File: config.mk
export PLATFORM = sky130hd
export DESIGN_NAME = mbx_irq_ctrl
export DESIGN_NICKNAME = d
export VERILOG_FILES = /design/src/rtl/mbx_pkg.sv /design/src/rtl/mbx_port_decode.sv /design/src/rtl/mbx_flag_fsm.sv /design/src/rtl/mbx_irq_ctrl.sv
export SDC_FILE = /design/constraint.sdc
export NUM_CORES = 1
export LEC_CHECK = 0
export ABC_AREA = 1
export BUFFER_PORTS_ARGS = -buffer_cell sky130_fd_sc_hd__clkbuf_2
export CAP_MARGIN = 30
export CORE_AREA = 4 4 41 43
export DETAILED_ROUTE_END_ITERATION = 12
export DIE_AREA = 0 0 45 47
export PLACE_DENSITY = 0.67
export SYNTH_ARGS = -nofsm -noshare
export SYNTH_HDL_FRONTEND = slang
export SYNTH_SLANG_ARGS = --single-unit
File: constraint.sdc
create_clock -name clk -period 1.6 [get_ports clk]
set_input_delay 0.08 -clock clk [delete_from_list [all_inputs] [get_ports clk]]
set_output_delay 0.08 -clock clk [all_outputs]
set_load 0.01 [all_outputs]
File: src/rtl/mbx_pkg.sv
package mbx_pkg;

    typedef enum logic {
        FLAG_QUIET  = 1'b0,
        FLAG_RAISED = 1'b1
    } flag_state_e;

    localparam int NUM_PORTS = 2;

endpackage

File: src/rtl/mbx_port_decode.sv
module mbx_port_decode #(
    parameter int          AW       = 17,
    parameter logic [AW-1:0] OWN_BOX  = '1,
    parameter logic [AW-1:0] PEER_BOX = '1
) (
    input  logic          sel_n,
    input  logic          oe_n,
    input  logic          wr_n,
    input  logic          busy_n,
    input  logic [AW-1:0] addr,
    output logic          post_peer,
    output logic          ack_own
);

    logic hit_own;
    logic hit_peer;
    logic selected;

    always_comb begin
        selected  = !sel_n;
        hit_own   = (addr == OWN_BOX);
        hit_peer  = (addr == PEER_BOX);
        // a write to the other port's box posts a message
        post_peer = selected && !wr_n && hit_peer && busy_n;
        // any access with output enable to the own box acknowledges
        ack_own   = selected && !oe_n && hit_own && busy_n;
    end

endmodule

File: src/rtl/mbx_flag_fsm.sv
module mbx_flag_fsm
    import mbx_pkg::*;
(
    input  logic clk,
    input  logic rst,
    input  logic set_req,
    input  logic clr_req,
    output logic irq_n
);

    flag_state_e state_q;
    flag_state_e state_d;

    always_comb begin
        state_d = state_q;
        unique case (state_q)
            FLAG_QUIET: begin
                if (set_req) state_d = FLAG_RAISED;
            end
            FLAG_RAISED: begin
                if (clr_req && !set_req) state_d = FLAG_QUIET;
            end
            default: state_d = FLAG_QUIET;
        endcase
    end

    always_ff @(posedge clk) begin
        if (rst) state_q <= FLAG_QUIET;
        else     state_q <= state_d;
    end

    always_comb begin
        irq_n = (state_q != FLAG_RAISED);
    end

    AST_RESET_QUIET: assert property (@(posedge clk)
        rst |=> irq_n);
    AST_SET_RAISES: assert property (@(posedge clk) disable iff (rst)
        set_req |=> !irq_n);
    AST_CLR_DROPS: assert property (@(posedge clk) disable iff (rst)
        (clr_req && !set_req) |=> irq_n);
    AST_IDLE_HOLDS: assert property (@(posedge clk) disable iff (rst)
        (!set_req && !clr_req) |=> $stable(irq_n));

endmodule

File: src/rtl/mbx_irq_ctrl.sv
module mbx_irq_ctrl
    import mbx_pkg::*;
#(
    parameter int AW = 17
) (
    input  logic          clk,
    input  logic          rst,
    input  logic          a_sel_n,
    input  logic          a_oe_n,
    input  logic          a_wr_n,
    input  logic          a_busy_n,
    input  logic [AW-1:0] a_addr,
    input  logic          b_sel_n,
    input  logic          b_oe_n,
    input  logic          b_wr_n,
    input  logic          b_busy_n,
    input  logic [AW-1:0] b_addr,
    output logic          a_irq_n,
    output logic          b_irq_n
);

    localparam logic [AW-1:0] BOX_B = '1;
    localparam logic [AW-1:0] BOX_A = {{(AW-1){1'b1}}, 1'b0};

    logic          sel_n_v  [NUM_PORTS];
    logic          oe_n_v   [NUM_PORTS];
    logic          wr_n_v   [NUM_PORTS];
    logic          busy_n_v [NUM_PORTS];
    logic [AW-1:0] addr_v   [NUM_PORTS];
    logic          post_v   [NUM_PORTS];
    logic          ack_v    [NUM_PORTS];
    logic          irq_n_v  [NUM_PORTS];

    always_comb begin
        sel_n_v[0]  = a_sel_n;   sel_n_v[1]  = b_sel_n;
        oe_n_v[0]   = a_oe_n;    oe_n_v[1]   = b_oe_n;
        wr_n_v[0]   = a_wr_n;    wr_n_v[1]   = b_wr_n;
        busy_n_v[0] = a_busy_n;  busy_n_v[1] = b_busy_n;
        addr_v[0]   = a_addr;    addr_v[1]   = b_addr;
        a_irq_n     = irq_n_v[0];
        b_irq_n     = irq_n_v[1];
    end

    for (genvar p = 0; p < NUM_PORTS; p++) begin : g_port
        localparam logic [AW-1:0] OWN  = (p == 0) ? BOX_A : BOX_B;
        localparam logic [AW-1:0] PEER = (p == 0) ? BOX_B : BOX_A;

        mbx_port_decode #(
            .AW       (AW),
            .OWN_BOX  (OWN),
            .PEER_BOX (PEER)
        ) u_dec (
            .sel_n     (sel_n_v[p]),
            .oe_n      (oe_n_v[p]),
            .wr_n      (wr_n_v[p]),
            .busy_n    (busy_n_v[p]),
            .addr      (addr_v[p]),
            .post_peer (post_v[p]),
            .ack_own   (ack_v[p])
        );

        mbx_flag_fsm u_flag (
            .clk     (clk),
            .rst     (rst),
            .set_req (post_v[NUM_PORTS-1-p]),
            .clr_req (ack_v[p]),
            .irq_n   (irq_n_v[p])
        );
    end

    AST_BUSY_BLOCKS_SET: assert property (@(posedge clk) disable iff (rst)
        (!b_busy_n && a_irq_n) |=> a_irq_n);
    AST_BUSY_BLOCKS_CLR: assert property (@(posedge clk) disable iff (rst)
        (!a_busy_n && !a_irq_n) |=> !a_irq_n);

endmodule

## Word-level counts from Yosys, hierarchy flattened

Index checks and enable logic that the tools add are counted.

- Register bits after elaboration: 2
- Word-level logic and storage cells: 36
- Input port bits: 44

- Multiplexer cells: 6
- Reductions and logical operators: 22
- Bitwise logic cells: 2
- Eq/ne operators: 4

Operators by type and width:

| kind | number |
|---|---|
| == test 17 bit, second input constant | 4 |
| logical AND 1 bit | 14 |
| logical NOT 1 bit | 8 |
| two-way mux 1 bit | 4 |
| case mux 1 bit (2 select lines) | 2 |
| NOT 1 bit | 2 |

## Longest topological paths before layout

- Depth after elaboration: 8
- Mapped depth: 7

## Modules after synthesis

Synthesis repeated with hierarchy kept, for this count alone.

- Cells, all modules: 55
- Area total of the unflattened synthesis: 260.2 um2

By module, submodules not included:

| module | sequential area each (um2) | cells an instance | instances | area an instance (um2) |
|---|---|---|---|---|
| mbx_port_decode (g_port[0].u_dec) | 0.0 | 23 | 1 | 90.1 |
| mbx_flag_fsm | 20.0 | 6 | 2 | 43.8 |
| mbx_port_decode (g_port[1].u_dec) | 0.0 | 20 | 1 | 82.6 |

## Worst setup path after synthesis

No wires, ideal clock.

- Path type: in2reg
- Start: input b_sel_n
- End: register g_port[0].u_flag.state_q
- Arrival: 0.563 ns
- Required time: 1.534 ns
- Path buffers: 0
- Library setup time: 0.066 ns
- Slack: 0.971 ns
- Stages on the path: 7
- Cell sequence: inv_1 nand2_1 nor2_2 inv_1 nor2_1 nand3_1 a21oi_2

- Cells in the longest elaborated chain, start to end: 8

Ends and longest elaborated chain:

| item | line | RTL |
|---|---|---|
| start: declaration | mbx_irq_ctrl.sv:13 | `input logic b_sel_n,` |
| logical NOT 1 bit (*) | mbx_port_decode.sv:20 | `selected = !sel_n;` |
| logical AND 1 bit (*) (3 in series) | mbx_port_decode.sv:24 | `post_peer = selected && !wr_n && hit_peer && busy_n;` |
| logical NOT 1 bit | mbx_flag_fsm.sv:21 | `if (clr_req && !set_req) state_d = FLAG_QUIET;` |
| logical AND 1 bit | mbx_flag_fsm.sv:21 |  |
| two-way mux 1 bit | mbx_flag_fsm.sv:21 |  |
| case mux 1 bit (2 select lines) (*) | mbx_flag_fsm.sv:16 | `unique case (state_q)` |
| end signal: assignment | mbx_flag_fsm.sv:29 | `else state_q <= state_d;` |
| end: declaration | mbx_flag_fsm.sv:11 | `flag_state_e state_q;` |

Mark *: on every way between the ends. The rest lies on a longest branch, timed or not.
A chain may end at the register's enable or synchronous reset.

## Worst setup path after layout

- Start: register g_port[1].u_flag.state_q
- End: output b_irq_n

- Cells in the longest elaborated chain, start to end: 1

Ends and longest elaborated chain:

| item | line | RTL |
|---|---|---|
| start: declaration | mbx_flag_fsm.sv:11 |  |
| start signal: assignment | mbx_flag_fsm.sv:29 |  |
| NOT 1 bit | mbx_flag_fsm.sv:33 | `irq_n = (state_q != FLAG_RAISED);` |
| end: declaration | mbx_irq_ctrl.sv:19 | `output logic b_irq_n` |

No other way between the ends.

==> out/qor.log <==
qor: setup_path.cpLargestDelayFamily flip-flops
qor: synthesis.synth_top_area_cell nand2_1
qor: pwr.vdd_drop_max 175 uV
qor: placed_design.gp_congestion 0.669
qor: synthesis.synth.area.top_cells nand2_1 (29%), nor2_1 (16%), dfxtp_1 (14%), nor2_2 (8.7%), inv_1 (6.5%)
qor: setup_path.worst_ep_arrival_time 0.71 ns
qor: setup_path.crit_path_max_fanout 2
qor: placed_design.placed_cells 117
qor: die.effective_utilization_at_floorplan 22.2%
qor: setup_path.crit_path_cell_trace inv_1, clkbuf_2
qor: setup_path.worst_path_largest_cell_delay 0.33 ns
qor: job.maxCapViolations 0
qor: synthesis.net_count_after_synthesis 101
qor: die.core_area 0.00130 mm^2
qor: pwr.power.density 430 mW/mm^2
qor: grt.globalRouteTotalUtil 9.94%
qor: sta.fin_skew 0 ns
qor: cells_and_area.drive_above_1_share 53.3%
qor: run_status.outcome finished clean
qor: die.die_x 45 um
qor: clock_network.cts.clk_slew.worst_paths 0.03 ns
qor: die.dieHeight 47 um
qor: hold_path.hold_path.class primary input to flop
qor: synthesis.synth_seq_area_share 13.9%
qor: cells_and_area.fin_nets 151
qor: grt.antenna_found_initial 0
qor: sta.report.final.hold_viol_count 0
qor: cells_and_area.instances_no_fill 120
qor: drt.drt-vias-per-instance 4.08
qor: clock_network.cts_post_setup_buffers_inserted 0
qor: sta.fin_crit 0.791 ns
qor: placed_design.input_output_buffers 45
qor: clock_network.clkLatencyLatePin 0.22 ns
qor: clock_network.cts-root-to-sink-buffers 2
qor: sta.finalHoldWorstSlack 0.0338 ns
qor: sta.final.period_utilization 49.4%
qor: synthesis.post_synth_instance_area 289 um^2
qor: synthesis.synth_cells 57
qor: sta.timing.slew.headroom 91.3%
qor: clock_network.cts_hold_buf 0
qor: sta.rsz_0062_raised_after_global_routing no
qor: placed_design.dpl.hpwl 886 um
qor: grt.grt_pass1_wl 1.51 mm
qor: cells_and_area.top_register g_port.u_flag.state_q
qor: hold_path.min_delay_path_depth 2
qor: die.design.portCount 46
qor: drt.route.detailed.wl_per_inst 7.65 um
qor: sta.achievable-frequency 1260 MHz
qor: synthesis.synth_top_area_share 28.6%
qor: setup_path.path_buf_inv 2
qor: cells_and_area.fill_cells 162
qor: clock_network.clock_tree.htree_level_count 1
qor: setup_path.timing.critical_path.slowest_stage_cell dfxtp_1
qor: setup_path.required 1.52 ns
qor: setup_path.end_kind output port
qor: clock_network.numClockSinks 2
qor: sta.timing.final.setup_violations 0
qor: sta.max_slew.worst_pin.slew 0.130 ns
qor: die.die_area 0.00212 mm^2
qor: setup_path.worstSetupPathDepth 2
qor: clock_network.cts_resized 0
qor: die.std_cell_rows 13
qor: synthesis.synth_cell_type_count 13
qor: clock_network.clock_tree.root_cell clkbuf_4
qor: sta.setup_tns 0 ns
qor: drt.route.detailed.drc 0
qor: cells_and_area.num_antenna_cells 0
qor: drt.final_antenna_net_count 0
qor: setup_path.setup.worst_path.class flop to output port
qor: drt.detailroute.via_count 490
qor: clock_network.cts_tree built
qor: cells_and_area.largest_reg_flops 2
qor: synthesis.ys_ff_latch 2
qor: grt.largest_net_degree_at_the_start_of_global_routing 3
qor: synthesis.warnings_from_yosys 0
qor: cells_and_area.final_core_utilization 42.7%
qor: drt.drt_first_pass_iters 2
qor: grt.grt.overflow.total 0
qor: synthesis.post_synth.cell_area_avg 5.07 um^2
qor: setup_path.setup.worst_path.start_class flop
qor: sta.final_count_of_pins_violating_max_slew 0
qor: drt.first_iter_violations 3
qor: clock_network.numCtsBuffers 3
qor: setup_path.rr_worst_depth 2
qor: grt.first_global_vias 438
qor: cells_and_area.largestRegisters g_port.u_flag.state_q: 2 flops
qor: pwr.power.static_leakage 0.307 nW
qor: cells_and_area.synthToLayoutAreaGrowth 92.2%
qor: drt.wl 918 um
## synthesized netlist by cell type
master    number
nor2_1        12
nand3b_1       1
a21oi_1        1
inv_2          2
dfxtp_1        2
a21oi_2        1
nand2_1       22
nor3_4         1
nor2_2         4
nand3_1        3
o21ai_1        1
inv_1          5
nand4_1        2
## layer usage
metal	routed length [um]	vias to the layer above	part of all wire (%)	global-route usage, %
met4	11	0	1.2	7.02
met3	160	2	17	3.45
met1	311	181	34	9.98
li1	-	274	-	-
met5	0	-	0	0
met2	434	33	47	17.2
## cell usage in the layout (no fill, tap or decap), types with 2 or more instances in the layout
cell type / Yosys / final
clkbuf_2: 0 / 45
clkbuf_4: 0 / 3
dfxtp_1: 2 / 2
inv_1: 5 / 5
inv_2: 2 / 2
nand2_1: 22 / 22
nand3_1: 3 / 3
nand4_1: 2 / 2
nor2_1: 12 / 12
nor2_2: 4 / 4
## final timing paths
check | start | end | slack (ns)
worst min-delay path | rst | g_port[0].u_flag.state_q | 0.03
worst max register to register | g_port[1].u_flag.state_q | g_port[1].u_flag.state_q | 1.01
worst min register to register | g_port[0].u_flag.state_q | g_port[0].u_flag.state_q | 0.46
worst max-delay path | g_port[1].u_flag.state_q | b_irq_n | 0.81
## cells by family (layout without fill, tap and decap cells)
| family | Yosys count | count (layout) | share of synthesized area, % |
|---|---|---|---|
| flops | 2 | 2 | 13.9 |
| simple gates | 45 | 45 | 70.6 |
| compound gates | 3 | 3 | 6.49 |
| buf+inv | 7 | 55 | 9.09 |
## through the flow
stage / instance area, um^2 / worst slack [ns] / power, W
3_3_place_gp: 533 / 0.862 / 0.000128
6_report: 556 / 0.809 / 0.000239
5_1_grt: 556 / 0.755 / 0.000264
4_1_cts: 556 / 0.797 / 0.000245
2_1_floorplan: 289 / 0.971 / 0.0000742
3_5_place_dp: 533 / 0.826 / 0.000129
## layout make-up
type | instances | area [um^2] | area share (%)
Timing Repair Buffer | 45 | 225 | 40.5
Multi-Input combinational cell | 48 | 223 | 40.1
Sequential cell | 2 | 40.0 | 7.21
Inverter | 7 | 26.3 | 4.73
Clock buffer | 3 | 22.5 | 4.05
Tap cell | 15 | 18.8 | 3.38
## power by group
group	internal [W]	switching, W	total (W)
registers	0.0000503	0.0000000000543	0.0000503
logic	0.0000462	0.0000309	0.0000771
clock network	0.0000828	0.0000289	0.000112
total	0.000179	0.0000597	0.000239
Note: power is estimated with default switching activity, not from simulation.
